File: src/rtl/icache_pkg.sv
package icache_pkg;

  typedef enum logic [1:0] {
    FILL_IDLE = 2'd0,
    FILL_REQ  = 2'd1,
    FILL_WAIT = 2'd2
  } fill_state_e;

  // Big-endian half pick: bit 1 clear returns the upper half.
  function automatic logic [15:0] pick_half(input logic [31:0] lw, input logic a1);
    return a1 ? lw[15:0] : lw[31:16];
  endfunction

endpackage

File: src/rtl/icache_tag_store.sv
module icache_tag_store #(
  parameter int NUM_LINES = 16,
  parameter int WPL       = 4,
  parameter int KEY_W     = 25,
  localparam int IDX_W    = $clog2(NUM_LINES),
  localparam int OFF_W    = $clog2(WPL)
) (
  input  logic             clk,
  input  logic             rst_n,
  input  logic             invalidate,
  input  logic [IDX_W-1:0] lk_idx,
  input  logic [OFF_W-1:0] lk_off,
  input  logic [KEY_W-1:0] lk_key,
  output logic             lk_hit,
  input  logic             wr_en,
  input  logic [IDX_W-1:0] wr_idx,
  input  logic [OFF_W-1:0] wr_off,
  input  logic [KEY_W-1:0] wr_key
);

  logic [NUM_LINES-1:0][KEY_W-1:0] key_q;
  logic [NUM_LINES-1:0][WPL-1:0]   vld_q;
  logic [WPL-1:0]                  wr_onehot;
  logic                            key_differs;

  assign wr_onehot   = {{(WPL-1){1'b0}}, 1'b1} << wr_off;
  assign key_differs = (key_q[wr_idx] != wr_key);
  assign lk_hit      = vld_q[lk_idx][lk_off] && (key_q[lk_idx] == lk_key);

  always_ff @(posedge clk) begin
    if (!rst_n) begin
      vld_q <= '0;
      key_q <= '0;
    end else if (invalidate) begin
      vld_q <= '0;
    end else if (wr_en) begin
      if (key_differs) begin
        key_q[wr_idx] <= wr_key;
        vld_q[wr_idx] <= wr_onehot;
      end else begin
        vld_q[wr_idx][wr_off] <= 1'b1;
      end
    end
  end

  assert_flush_all_R9: assert property (@(posedge clk) disable iff (!rst_n)
    invalidate |=> (vld_q == '0));

  assert_fill_sets_valid_R6: assert property (@(posedge clk) disable iff (!rst_n)
    (wr_en && !invalidate) |=> vld_q[$past(wr_idx)][$past(wr_off)]);

  assert_replace_single_R7: assert property (@(posedge clk) disable iff (!rst_n)
    (wr_en && !invalidate && key_differs) |=> ($countones(vld_q[$past(wr_idx)]) == 1));

endmodule

File: src/rtl/icache_data_store.sv
module icache_data_store #(
  parameter int DEPTH   = 64,
  parameter int WORD_W  = 32,
  localparam int ADR_W  = $clog2(DEPTH)
) (
  input  logic              clk,
  input  logic              wr_en,
  input  logic [ADR_W-1:0]  wr_adr,
  input  logic [WORD_W-1:0] wr_data,
  input  logic [ADR_W-1:0]  rd_adr,
  output logic [WORD_W-1:0] rd_data
);

  logic [WORD_W-1:0] mem_q [DEPTH];

  always_ff @(posedge clk) begin
    if (wr_en) mem_q[wr_adr] <= wr_data;
  end

  assign rd_data = mem_q[rd_adr];

endmodule

File: src/rtl/icache_fill_ctrl.sv
module icache_fill_ctrl
  import icache_pkg::*;
#(
  parameter int ADDR_W = 32
) (
  input  logic              clk,
  input  logic              rst_n,
  input  logic              req_valid,
  input  logic [ADDR_W-1:0] req_addr,
  input  logic              req_super,
  input  logic              lookup_hit,
  input  logic              mem_req_ready,
  input  logic              mem_rsp_valid,
  output logic              idle,
  output logic              mem_req_valid,
  output logic              fill_done,
  output logic [ADDR_W-1:0] fill_addr,
  output logic              fill_super
);

  fill_state_e state_q;

  assign idle          = (state_q == FILL_IDLE);
  assign mem_req_valid = (state_q == FILL_REQ);
  assign fill_done     = (state_q == FILL_WAIT) && mem_rsp_valid;

  always_ff @(posedge clk) begin
    if (!rst_n) begin
      state_q    <= FILL_IDLE;
      fill_addr  <= '0;
      fill_super <= 1'b0;
    end else begin
      unique case (state_q)
        FILL_IDLE: if (req_valid && !lookup_hit) begin
          fill_addr  <= req_addr;
          fill_super <= req_super;
          state_q    <= FILL_REQ;
        end
        FILL_REQ:  if (mem_req_ready) state_q <= FILL_WAIT;
        FILL_WAIT: if (mem_rsp_valid) state_q <= FILL_IDLE;
        default:   state_q <= FILL_IDLE;
      endcase
    end
  end

  assert_req_held_R4: assert property (@(posedge clk) disable iff (!rst_n)
    (mem_req_valid && !mem_req_ready) |=> (mem_req_valid && $stable(fill_addr) && $stable(fill_super)));

  assert_single_outstanding_R5: assert property (@(posedge clk) disable iff (!rst_n)
    (mem_req_valid && mem_req_ready) |=> !mem_req_valid);

endmodule

File: src/rtl/pfc_icache.sv
module pfc_icache
  import icache_pkg::*;
#(
  parameter int NUM_LINES = 16,
  parameter int WPL       = 4,
  parameter int ADDR_W    = 32
) (
  input  logic              clk,
  input  logic              rst_n,
  input  logic              enable,
  input  logic              invalidate,
  input  logic              req_valid,
  output logic              req_ready,
  input  logic [ADDR_W-1:0] req_addr,
  input  logic              req_super,
  output logic [15:0]       rsp_word,
  output logic              mem_req_valid,
  input  logic              mem_req_ready,
  output logic [ADDR_W-1:0] mem_req_addr,
  output logic              mem_req_super,
  input  logic              mem_rsp_valid,
  input  logic [31:0]       mem_rsp_data
);

  localparam int IDX_W  = $clog2(NUM_LINES);
  localparam int OFF_W  = $clog2(WPL);
  localparam int LO     = OFF_W + 2;
  localparam int TAG_W  = ADDR_W - IDX_W - LO;
  localparam int KEY_W  = TAG_W + 1;
  localparam int DEPTH  = NUM_LINES * WPL;

  logic [IDX_W-1:0] lk_idx, wr_idx;
  logic [OFF_W-1:0] lk_off, wr_off;
  logic [KEY_W-1:0] lk_key, wr_key;
  logic             store_hit, lookup_hit;
  logic             idle, fill_done, fill_super, store_we;
  logic [ADDR_W-1:0] fill_addr;
  logic [31:0]      rd_data;

  assign lk_idx = req_addr[LO +: IDX_W];
  assign lk_off = req_addr[2 +: OFF_W];
  assign lk_key = {req_addr[ADDR_W-1 -: TAG_W], req_super};

  assign wr_idx = fill_addr[LO +: IDX_W];
  assign wr_off = fill_addr[2 +: OFF_W];
  assign wr_key = {fill_addr[ADDR_W-1 -: TAG_W], fill_super};

  assign lookup_hit = enable && store_hit;
  assign store_we   = fill_done && enable;

  icache_tag_store #(.NUM_LINES(NUM_LINES), .WPL(WPL), .KEY_W(KEY_W)) u_tags (
    .clk(clk), .rst_n(rst_n), .invalidate(invalidate),
    .lk_idx(lk_idx), .lk_off(lk_off), .lk_key(lk_key), .lk_hit(store_hit),
    .wr_en(store_we), .wr_idx(wr_idx), .wr_off(wr_off), .wr_key(wr_key)
  );

  icache_data_store #(.DEPTH(DEPTH), .WORD_W(32)) u_data (
    .clk(clk), .wr_en(store_we), .wr_adr({wr_idx, wr_off}), .wr_data(mem_rsp_data),
    .rd_adr({lk_idx, lk_off}), .rd_data(rd_data)
  );

  icache_fill_ctrl #(.ADDR_W(ADDR_W)) u_fill (
    .clk(clk), .rst_n(rst_n), .req_valid(req_valid), .req_addr(req_addr),
    .req_super(req_super), .lookup_hit(lookup_hit), .mem_req_ready(mem_req_ready),
    .mem_rsp_valid(mem_rsp_valid), .idle(idle), .mem_req_valid(mem_req_valid),
    .fill_done(fill_done), .fill_addr(fill_addr), .fill_super(fill_super)
  );

  assign mem_req_addr  = {fill_addr[ADDR_W-1:2], 2'b00};
  assign mem_req_super = fill_super;
  assign req_ready     = (idle && req_valid && lookup_hit) || fill_done;
  assign rsp_word      = fill_done ? pick_half(mem_rsp_data, fill_addr[1])
                                   : pick_half(rd_data, req_addr[1]);

  assert_ready_source_R2: assert property (@(posedge clk) disable iff (!rst_n)
    (req_valid && req_ready) |-> (store_hit || fill_done));

  assert_disabled_no_hit_R10: assert property (@(posedge clk) disable iff (!rst_n)
    (!enable && req_valid && req_ready) |-> fill_done);

  assert_reset_quiet_R11: assert property (@(posedge clk)
    !rst_n |=> !mem_req_valid);

endmodule

File: config.mk
export PLATFORM = sky130hd
export DESIGN_NAME = pfc_icache
export DESIGN_NICKNAME = d
export VERILOG_FILES = /design/src/rtl/icache_pkg.sv /design/src/rtl/icache_tag_store.sv /design/src/rtl/icache_data_store.sv /design/src/rtl/icache_fill_ctrl.sv /design/src/rtl/pfc_icache.sv
export SDC_FILE = /design/constraint.sdc
export NUM_CORES = 2
export LEC_CHECK = 0
export BUFFER_PORTS_ARGS = -buffer_cell sky130_fd_sc_hd__buf_2
export CORE_MARGIN = 10
export CORE_UTILIZATION = 41
export CTS_CLUSTER_DIAMETER = 80
export CTS_CLUSTER_SIZE = 24
export DETAILED_ROUTE_END_ITERATION = 10
export PLACE_DENSITY_LB_ADDON = 0.2
export SYNTH_ARGS = -nofsm -noshare
export SYNTH_HDL_FRONTEND = slang
export SYNTH_HIERARCHICAL = 1
export SYNTH_SLANG_ARGS = --single-unit
export TNS_END_PERCENT = 30
File: constraint.sdc
create_clock -name clk -period 10.2 [get_ports clk]
set_input_delay 0.51 -clock clk [delete_from_list [all_inputs] [get_ports clk]]
set_output_delay 0.51 -clock clk [all_outputs]
set_load 0.01 [all_outputs]
==> impl_results.md <==
- Status: finished clean
- I/O pin count: 123
- Wirelength per Cell: 30.9 um
- RSZ-0062 raised after global routing: false
- IO Port Bufs: 119
- Worst-Skew Late Latency: 840 ps
- Critical path data arrival time: 7340 ps
- Max Fclk: 0.151 GHz
- Synth Area per Inst: 18.6 um2
- Worst-Margin Slew: 1350 ps
- Critical Path RT: 10,940 ps
- Leakage power: 37.7 nW
- CTS tree: built
- Synth Cell Area: 0.105 mm2
- Pins Over Slew Limit: 0
- Antenna Violating Nets Remaining: 0
- H-tree Lvls: 4
- CP max stage cell: nand3b_1
- Setup ws final: 3600 ps
- HP Class: input port to flip-flop
- Initial antenna violation count: 4
- CP Capture Type: flip-flop
- Gr ovfl total: 0
- Core box area: 0.254 mm2
- Fillers: 21,700
- VDD IR-drop max: 0.172 mV
- Crit path time final: 6600 ps
- FP Rows: 185
- # DRC: 0
- Vias per cell: 5.99
- Final setup fails: 0
- DR pass1 iterations: 7
- Max-slew headroom: 9.74%
- Layout Nets: 5,748
- Die Y-Extent: 525 um
- Final setup skew: 53.3 ps
- Cells after Synth: 5,629
- CTS root buf: clkbuf_16
- Critical path class: flip-flop to flip-flop
- Vias in the first global route: 54,300
- DRT iter0 DRCs: 5,905
- CTS Buf Count: 139
- Drt total wl: 282,000 um
- Most common cell after layout, fill and taps aside: edfxtp_1
- Detailed placer's ending HPWL: 154,000 um
- Post-CTS Setup Inserts: 0
- Synth-to-Final Area Change: 8.47%
- Startpoint types: flip-flop
- Fin Hold WS: 93.9 ps
- CP max stage delay: 1310 ps
- Fraction of layout cells with a size suffix above 1: 23.4%
- Placer Congestion: 0.762
- Hold Buf Count CTS: 29
- Largest net degree at the start of global routing: 156
- Critical-path cell list: buf_4 -> mux4_2 -> and2_1 -> or3_1 -> a221oi_1 -> nor2_1 -> a211oi_1 -> nand4_4 -> nand3b_1 -> buf_4 -> mux2i_1
- Final Hold Viols: 0
- Die Wd: 525 um
- Global-route wire length before repair: 402,000 um
- GRT Overall Usage: 19.8%
- CP Max Fanout: 37
- Most frequent cells in the layout: 2,048 x edfxtp_1, 760 x mux4_2, 648 x mux2i_1
- Yosys warns: 6
- Setup TNS Final: 0 ps
- DP Worst Slack: 3710 ps
- Resized Gates After CTS: 0
- PwrDens: 165 mW/mm2
- DIE AREA: 0.276 mm2
- Clock transition at the registers of the reported paths: 100 ps
- CP most frequent cell: buf_4
- Max-cap violations: 0
- CTS max path bufs: 3
- Starting density of the core: 41.2%
- Fin util: 44.7%
- CTS Sinks: 2,546
- Via count: 54,700
- Tcrit/Tclk final: 64.7%
- Overall power: 0.0187 W
registers in the layout, summed over array words and instances, names as in the netlist:
name / count
u_tags/vld_q: 64
u_fill/fill_super: 1
u_fill/fill_addr: 31
u_tags/key_q: 400
u_fill/state_q: 2
u_data/mem_q: 2048
metal layers:
layer	track usage, %	vias to the layer above	share of wire (%)
met2	31.8	1748	48
met5	0	-	0
met3	2.54	315	5.8
met1	28.9	29900	44
li1	-	22700	-
met4	4.47	0	2.2
layout make-up:
class	instances	area [um2]	share of cell area [%]
inverters	4	15.0	0.0132
well taps	3366	4210	3.71
repair buffers	315	2320	2.05
clock buffers	164	3600	3.18
clock inverters	54	761	0.671
multi-input cells	2670	31000	27.3
diodes	4	10.0	0.00883
flip-flops and latches	2546	71500	63.0
stage by stage:
step	std cells	instance area, um2
after floorplan	5630	105000
after global placement	8872	109000
after detailed placement	8872	109000
after CTS	9119	113000
after global routing	9121	113000
final	9123	113000
final timing paths:
path,depth (start not counted),to,start,slack (ps)
worst max-delay path,11,u_tags/key_q[331],u_fill/fill_addr[5],3600
worst min-delay path,3,u_fill/fill_addr[3],req_addr[3],90
worst max register to register,11,u_tags/key_q[331],u_fill/fill_addr[5],3600
worst min register to register,2,u_tags/key_q[354],u_tags/key_q[354],470
report_power, final:
group	internal (W)	switching, W
logic	0.000419	0.000753
clock network	0.00276	0.00351
registers	0.0112	0.0000343
total	0.0144	0.00430
worst max-delay path: cells and delay by family, from the launching register on:
kind | cells | cell delay [ps]
AND/OR/NAND/NOR | 5 | 2810
buffers and inverters | 2 | 1220
AO/OA/AOI/OAI | 2 | 900
multiplexers | 2 | 830
flip-flops | 1 | 640
Power figures use the tool's default switching activity.
